==> src/rtl/orbit_mon_pkg.sv <==
package orbit_mon_pkg;
  typedef enum logic [1:0] {CAP_IDLE, CAP_ARM, CAP_FILL, CAP_DONE} cap_state_e;
endpackage

==> src/rtl/orbit_interval.sv <==
module orbit_interval #(
  parameter int CNT_W = 16
) (
  input  logic             clk_i,
  input  logic             rst_ni,
  input  logic             orbit_i,
  output logic             edge_o,
  output logic [CNT_W-1:0] ival_o
);
  localparam logic [CNT_W-1:0] MaxVal = '1;

  logic             orb_q;
  logic [CNT_W-1:0] ival_q;

  assign edge_o = orbit_i & ~orb_q;
  assign ival_o = ival_q;

  always_ff @(posedge clk_i or negedge rst_ni) begin
    if (!rst_ni) begin
      orb_q  <= 1'b0;
      ival_q <= '0;
    end else begin
      orb_q <= orbit_i;
      if (edge_o)                ival_q <= CNT_W'(1);
      else if (ival_q != MaxVal) ival_q <= ival_q + 1'b1;
    end
  end

  a_r1_restart: assert property (@(posedge clk_i) disable iff (!rst_ni)
    edge_o |=> ival_q == CNT_W'(1));
  a_r2_saturate: assert property (@(posedge clk_i) disable iff (!rst_ni)
    (ival_q == MaxVal && !edge_o) |=> ival_q == MaxVal);
endmodule

==> src/rtl/orbit_capture.sv <==
module orbit_capture
  import orbit_mon_pkg::*;
#(
  parameter int DEPTH = 128,
  parameter int CNT_W = 16,
  localparam int AW   = $clog2(DEPTH)
) (
  input  logic             clk_i,
  input  logic             rst_ni,
  input  logic             capture_i,
  input  logic             edge_i,
  input  logic [CNT_W-1:0] ival_i,
  input  logic [AW-1:0]    rd_addr_i,
  output logic [CNT_W-1:0] rd_data_o,
  output logic             busy_o,
  output logic             done_o
);
  cap_state_e       state_q;
  logic [AW-1:0]    wptr_q;
  logic             we;
  logic [CNT_W-1:0] mem_q [DEPTH];

  assign we     = (state_q == CAP_FILL) && edge_i && !capture_i;
  assign busy_o = (state_q == CAP_ARM) || (state_q == CAP_FILL);
  assign done_o = (state_q == CAP_DONE);

  always_ff @(posedge clk_i or negedge rst_ni) begin
    if (!rst_ni) begin
      state_q <= CAP_IDLE;
      wptr_q  <= '0;
    end else if (capture_i) begin
      state_q <= CAP_ARM;
      wptr_q  <= '0;
    end else begin
      unique case (state_q)
        CAP_ARM:  if (edge_i) state_q <= CAP_FILL;
        CAP_FILL: if (edge_i) begin
          wptr_q <= wptr_q + 1'b1;
          if (wptr_q == AW'(DEPTH - 1)) state_q <= CAP_DONE;
        end
        default: ;
      endcase
    end
  end

  always_ff @(posedge clk_i) begin
    if (we) mem_q[wptr_q] <= ival_i;
    rd_data_o <= mem_q[rd_addr_i];
  end

  a_r3_cmd_arms: assert property (@(posedge clk_i) disable iff (!rst_ni)
    capture_i |=> state_q == CAP_ARM);
  a_r4_ptr_step: assert property (@(posedge clk_i) disable iff (!rst_ni)
    (state_q == CAP_FILL && edge_i && !capture_i)
      |=> (wptr_q == $past(wptr_q) + 1'b1) || (state_q == CAP_DONE));
  a_r5_frozen: assert property (@(posedge clk_i) disable iff (!rst_ni)
    (state_q == CAP_DONE && !capture_i) |=> (state_q == CAP_DONE) && $stable(wptr_q));
  a_r6_flags_excl: assert property (@(posedge clk_i) disable iff (!rst_ni)
    !(busy_o && done_o));
endmodule

==> src/rtl/orbit_count.sv <==
module orbit_count #(
  parameter int ORB_W = 32
) (
  input  logic             clk_i,
  input  logic             rst_ni,
  input  logic             edge_i,
  input  logic             clr_i,
  output logic [ORB_W-1:0] cnt_o
);
  always_ff @(posedge clk_i or negedge rst_ni) begin
    if (!rst_ni)     cnt_o <= '0;
    else if (clr_i)  cnt_o <= '0;
    else if (edge_i) cnt_o <= cnt_o + 1'b1;
  end

  a_r7_step: assert property (@(posedge clk_i) disable iff (!rst_ni)
    (edge_i && !clr_i) |=> cnt_o == $past(cnt_o) + 1'b1);
  a_r8_clear: assert property (@(posedge clk_i) disable iff (!rst_ni)
    clr_i |=> cnt_o == '0);
endmodule

==> src/rtl/orbit_presence.sv <==
module orbit_presence #(
  parameter int TIMEOUT = 7128,
  localparam int IW     = $clog2(TIMEOUT + 1)
) (
  input  logic clk_i,
  input  logic rst_ni,
  input  logic edge_i,
  output logic avail_o
);
  logic [IW-1:0] idle_q;

  always_ff @(posedge clk_i or negedge rst_ni) begin
    if (!rst_ni) begin
      idle_q  <= '0;
      avail_o <= 1'b0;
    end else if (edge_i) begin
      idle_q  <= '0;
      avail_o <= 1'b1;
    end else if (avail_o) begin
      idle_q <= idle_q + 1'b1;
      if (idle_q + 1'b1 == IW'(TIMEOUT)) avail_o <= 1'b0;
    end
  end

  a_r9_set: assert property (@(posedge clk_i) disable iff (!rst_ni)
    edge_i |=> avail_o);
  a_r9_hold_low: assert property (@(posedge clk_i) disable iff (!rst_ni)
    (!avail_o && !edge_i) |=> !avail_o);
endmodule

==> src/rtl/orbit_mon.sv <==
module orbit_mon #(
  parameter int DEPTH   = 128,
  parameter int CNT_W   = 16,
  parameter int ORB_W   = 32,
  parameter int TIMEOUT = 2 * 3564,
  localparam int AW     = $clog2(DEPTH)
) (
  input  logic             clk_i,
  input  logic             rst_ni,
  input  logic             orbit_i,
  input  logic             capture_i,
  input  logic             cnt_clr_i,
  input  logic [AW-1:0]    rd_addr_i,
  output logic [CNT_W-1:0] rd_data_o,
  output logic             capture_busy_o,
  output logic             capture_done_o,
  output logic [ORB_W-1:0] orbit_cnt_o,
  output logic             orbit_avail_o
);
  logic             orb_edge;
  logic [CNT_W-1:0] ival;

  orbit_interval #(.CNT_W(CNT_W)) i_interval (
    .clk_i, .rst_ni, .orbit_i, .edge_o(orb_edge), .ival_o(ival)
  );

  orbit_capture #(.DEPTH(DEPTH), .CNT_W(CNT_W)) i_capture (
    .clk_i, .rst_ni, .capture_i, .edge_i(orb_edge), .ival_i(ival),
    .rd_addr_i, .rd_data_o, .busy_o(capture_busy_o), .done_o(capture_done_o)
  );

  orbit_count #(.ORB_W(ORB_W)) i_count (
    .clk_i, .rst_ni, .edge_i(orb_edge), .clr_i(cnt_clr_i), .cnt_o(orbit_cnt_o)
  );

  orbit_presence #(.TIMEOUT(TIMEOUT)) i_presence (
    .clk_i, .rst_ni, .edge_i(orb_edge), .avail_o(orbit_avail_o)
  );
endmodule

==> config.mk <==
export PLATFORM = sky130hd
export DESIGN_NAME = orbit_mon
export DESIGN_NICKNAME = d
export VERILOG_FILES = /design/src/rtl/orbit_mon_pkg.sv /design/src/rtl/orbit_interval.sv /design/src/rtl/orbit_capture.sv /design/src/rtl/orbit_count.sv /design/src/rtl/orbit_presence.sv /design/src/rtl/orbit_mon.sv
export SDC_FILE = /design/constraint.sdc
export NUM_CORES = 2
export LEC_CHECK = 0
export BUFFER_PORTS_ARGS = -buffer_cell sky130_fd_sc_hd__buf_2
export CAP_MARGIN = 20
export CORE_MARGIN = 1
export CORE_UTILIZATION = 55
export CTS_CLUSTER_SIZE = 20
export DETAILED_ROUTE_END_ITERATION = 10
export GPL_TIMING_DRIVEN = 1
export PLACE_DENSITY = 0.71
export SETUP_SLACK_MARGIN = 0.1
export SYNTH_ARGS = -nofsm -noshare
export SYNTH_HDL_FRONTEND = slang
export SYNTH_HIERARCHICAL = 1
export SYNTH_SLANG_ARGS = --single-unit
==> constraint.sdc <==
create_clock -name clk_i -period 4.3 [get_ports clk_i]
set_input_delay 0.215 -clock clk_i [delete_from_list [all_inputs] [get_ports clk_i]]
set_output_delay 0.215 -clock clk_i [all_outputs]
set_load 0.005 [all_outputs]
==> reports/results.ini <==
[run_status]
status = finished clean

[timing]
fin_worst_skew_ns = 0.0459
setup_tns_ns = 0
hold_violations = 0
rsz0062_at_grt = false
fin_crit_ns = 3.44
worst_slack_ns = 0.865
finalSetupViolCount = 0
min_period_over_period_pct = 79.9
maxSlewViolCount = 0
max_freq_mhz = 291
max_slew_margin_pct = 28.5
worst_pin_slew_ns = 1.07

[final_layout]
area_growth_pct = 12.9
fin_nets = 3844
fill_cells = 9659
regArea_um2 = 63700
instances_no_fill = 6002
multi_input_area_um2 = 18000
layout-drive-gt1-share_pct = 32.7

[global_routing]
grt-ovfl-total = 0
grt_pass1_vias = 38600
grt_antenna_before_repair = 14
grt_start_max_net_pins = 113
grt_pass1_wl_um = 284000
grt_use_total_pct = 26.7

[critical_path]
rr_endpoint = i_capture/mem_q[50][8]$_DFFE_PP_
end_kind = flip-flop
max_stage_delay_ns = 0.84
r2r-start = i_interval/orb_q$_DFF_PN0_
path_cells = nand2b_1, inv_1, nand2_1, or3_1, nor2_1, buf_4
arrival_ns = 3.98
rrSetupSlack_ns = 0.86
cp.required_ns = 4.84
worstSetupPathType = flip-flop to flip-flop
critPathLaunchType = flip-flop
crit_path_top_delay_cell = or3_1
cp_max_fo = 15
r2r_cells = 6

[power]
p_leak_uw = 0.0302
powerDensity_nw_per_um2 = 463
power.share.sequential_pct = 54.8
power.internal_uw = 33800
clockPowerShare_pct = 40.4
p_comb_share_pct = 4.8
peakVddDrop_mv = 0.405
p_switching_uw = 9320
p_sw_share_pct = 21.6

[synthesis]
netlist_top_cells_area = edfxtp_1 74%, mux4_2 18%, dfrtp_1 2.2%
synth_top_cell_area_share_pct = 74.5
synth_area_um2 = 82600
synth_edf_count = 2048
synth-main-ff-cell = edfxtp_1
ys_warn_count = 6
ys_ff_latch = 2136
ys_seq_area_share_pct = 77.0
synth_common_cells = 2048 x edfxtp_1, 672 x mux4_2, 171 x nor2_1, 112 x clkbuf_1, 72 x dfrtp_1
synth.distinct_cells = 57
async_flop_share_pct = 3.37
synthCells = 3513
syn-num-nets = 3533
yosys.area.top_type = edfxtp_1
yosys.cell_count.top_type = edfxtp_1
synth_area_per_cell_um2 = 23.5

[cts]
insertion_delay_ns = 0.84
post_cts_buffers = 0
cts_buffer_depth = 3
cts_tree = yes
clock-root-buffer = clkbuf_16
cts_made_buffers = 206
cts_hold_buffers = 5
ctsResizeCount = 0
clkSlewWorstSetupHoldPaths_ns = 0.06
ctsHtreeMaxLevel = 4
cts.sinks = 2136

[detailed_routing]
drtAntennaViolNets = 0
drtIter0Drc = 5563
via_per_inst = 6.53
firstDrtPassIters = 5
drt_wl_total_um = 198000
vias = 39200
drc = 0
wl_per_cell_um = 33.0

[placement]
dp_cells = 5612
place_ws_ns = 0.931
portBuffers = 62
dp_hpwl_um = 116000
finalWeightedCongestion = 0.853

[floorplanning]
initial_utilization_pct = 55.7
ios = 63
die_w_um = 390
dieArea_um2 = 152000
rows = 141
core_area_um2 = 148000
die_height_um = 390

[worst_hold_path]
hp-class = input pin to asynchronous set/reset pin

[job]
cap_violations = 0

-- state kept, by name, indices dropped and copies added (netlist names) --
signal and flops:
i_capture/state_q 2, i_capture/rd_data_o 16, i_presence/avail_o 1, i_capture/wptr_q 7, i_presence/idle_q 13, i_count/cnt_o 32
i_capture/mem_q 2048, i_interval/ival_o 16, i_interval/orb_q 1
-- worst max-delay path by stage --
stage / startpoint / end / slack [ns] / depth (start not counted)
3_3_place_gp: i_interval/orb_q$_DFF_PN0_ / i_capture/mem_q[50][11]$_DFFE_PP_ / 1.0 / 6
6_report: i_interval/orb_q$_DFF_PN0_ / i_capture/mem_q[50][8]$_DFFE_PP_ / 0.86 / 6
3_5_place_dp: i_interval/orb_q$_DFF_PN0_ / i_capture/mem_q[50][7]$_DFFE_PP_ / 0.93 / 6
4_1_cts: i_interval/orb_q$_DFF_PN0_ / i_capture/mem_q[50][8]$_DFFE_PP_ / 0.92 / 6
2_1_floorplan: i_interval/ival_o[0]$_DFFE_PN0P_ / i_interval/ival_o[10]$_DFFE_PN0P_ / 1.06 / 6
5_1_grt: i_interval/orb_q$_DFF_PN0_ / i_capture/mem_q[50][11]$_DFFE_PP_ / 0.88 / 6
-- kinds of logic after synthesis --
logic type | Yosys count | share of synthesized area [%]
xor+xnor | 27 | 0.286
fa+ha+maj | 8 | 0.121
buf+inv | 211 | 1.18
mux | 697 | 18.7
simple gates | 352 | 2.10
compound gates | 82 | 0.614
flops | 2136 | 77.0
-- power groups by stage --
stage,Clock (uW),Combinational (uW),Sequential [uW]
3_5_place_dp,0,2050,24100
5_1_grt,18400,2170,23700
2_1_floorplan,0,1120,24100
4_1_cts,17600,2060,23700
3_3_place_gp,0,2010,24100
6_report,17400,2070,23700
-- worst max-delay path: cells and delay by family (launching register included) --
| kind | cells | cell delay [ns] |
|---|---|---|
| flops | 1 | 0.35 |
| simple gates | 4 | 2.25 |
| buf+inv | 2 | 0.53 |
-- per-layer routing --
layer	share of wire (%)	vias up	global-route usage, %
met4	2.5	6	7.14
met3	11	297	6.05
met5	0.021	-	0
li1	-	15700	-
met2	47	2200	40.6
met1	39	21100	39.7
-- final cells by class --
cell class                 instances  area share, %
sequential                      2136           68.3
tap                             2002           2.69
timing repair buffer             300           2.69
clock inverter                   124           1.17
inverter                          14         0.0563
clock buffer                     256           5.84
antenna                            4         0.0107
multi-input combinational       1166           19.3
-- placed cells by master (no fill, tap or decap), types with 26 or more instances in the layout --
master / count
edfxtp_1: 2048
mux4_2: 672
clkbuf_16: 208
buf_4: 206
nor2_1: 171
buf_2: 57
dfrtp_1: 56
clkinv_1: 52
clkbuf_1: 42
clkinv_2: 40
nand2_1: 38
a21oi_1: 32
buf_12: 27
nand3_1: 26
-- metrics by stage --
stage / util, % / hold slack (ns) / total power, uW / area (um^2)
global route: 62.9 / 0.0927 / 44200 / 93300
floorplan: - / -0.0806 / 25200 / 82600
finish: 62.9 / 0.0693 / 43200 / 93300
detailed placement: 58.4 / 0.389 / 26200 / 86700
global placement: 58.4 / 0.396 / 26100 / 86700
CTS: 62.8 / 0.0212 / 43400 / 93200
(Power assumes the default switching activity.)
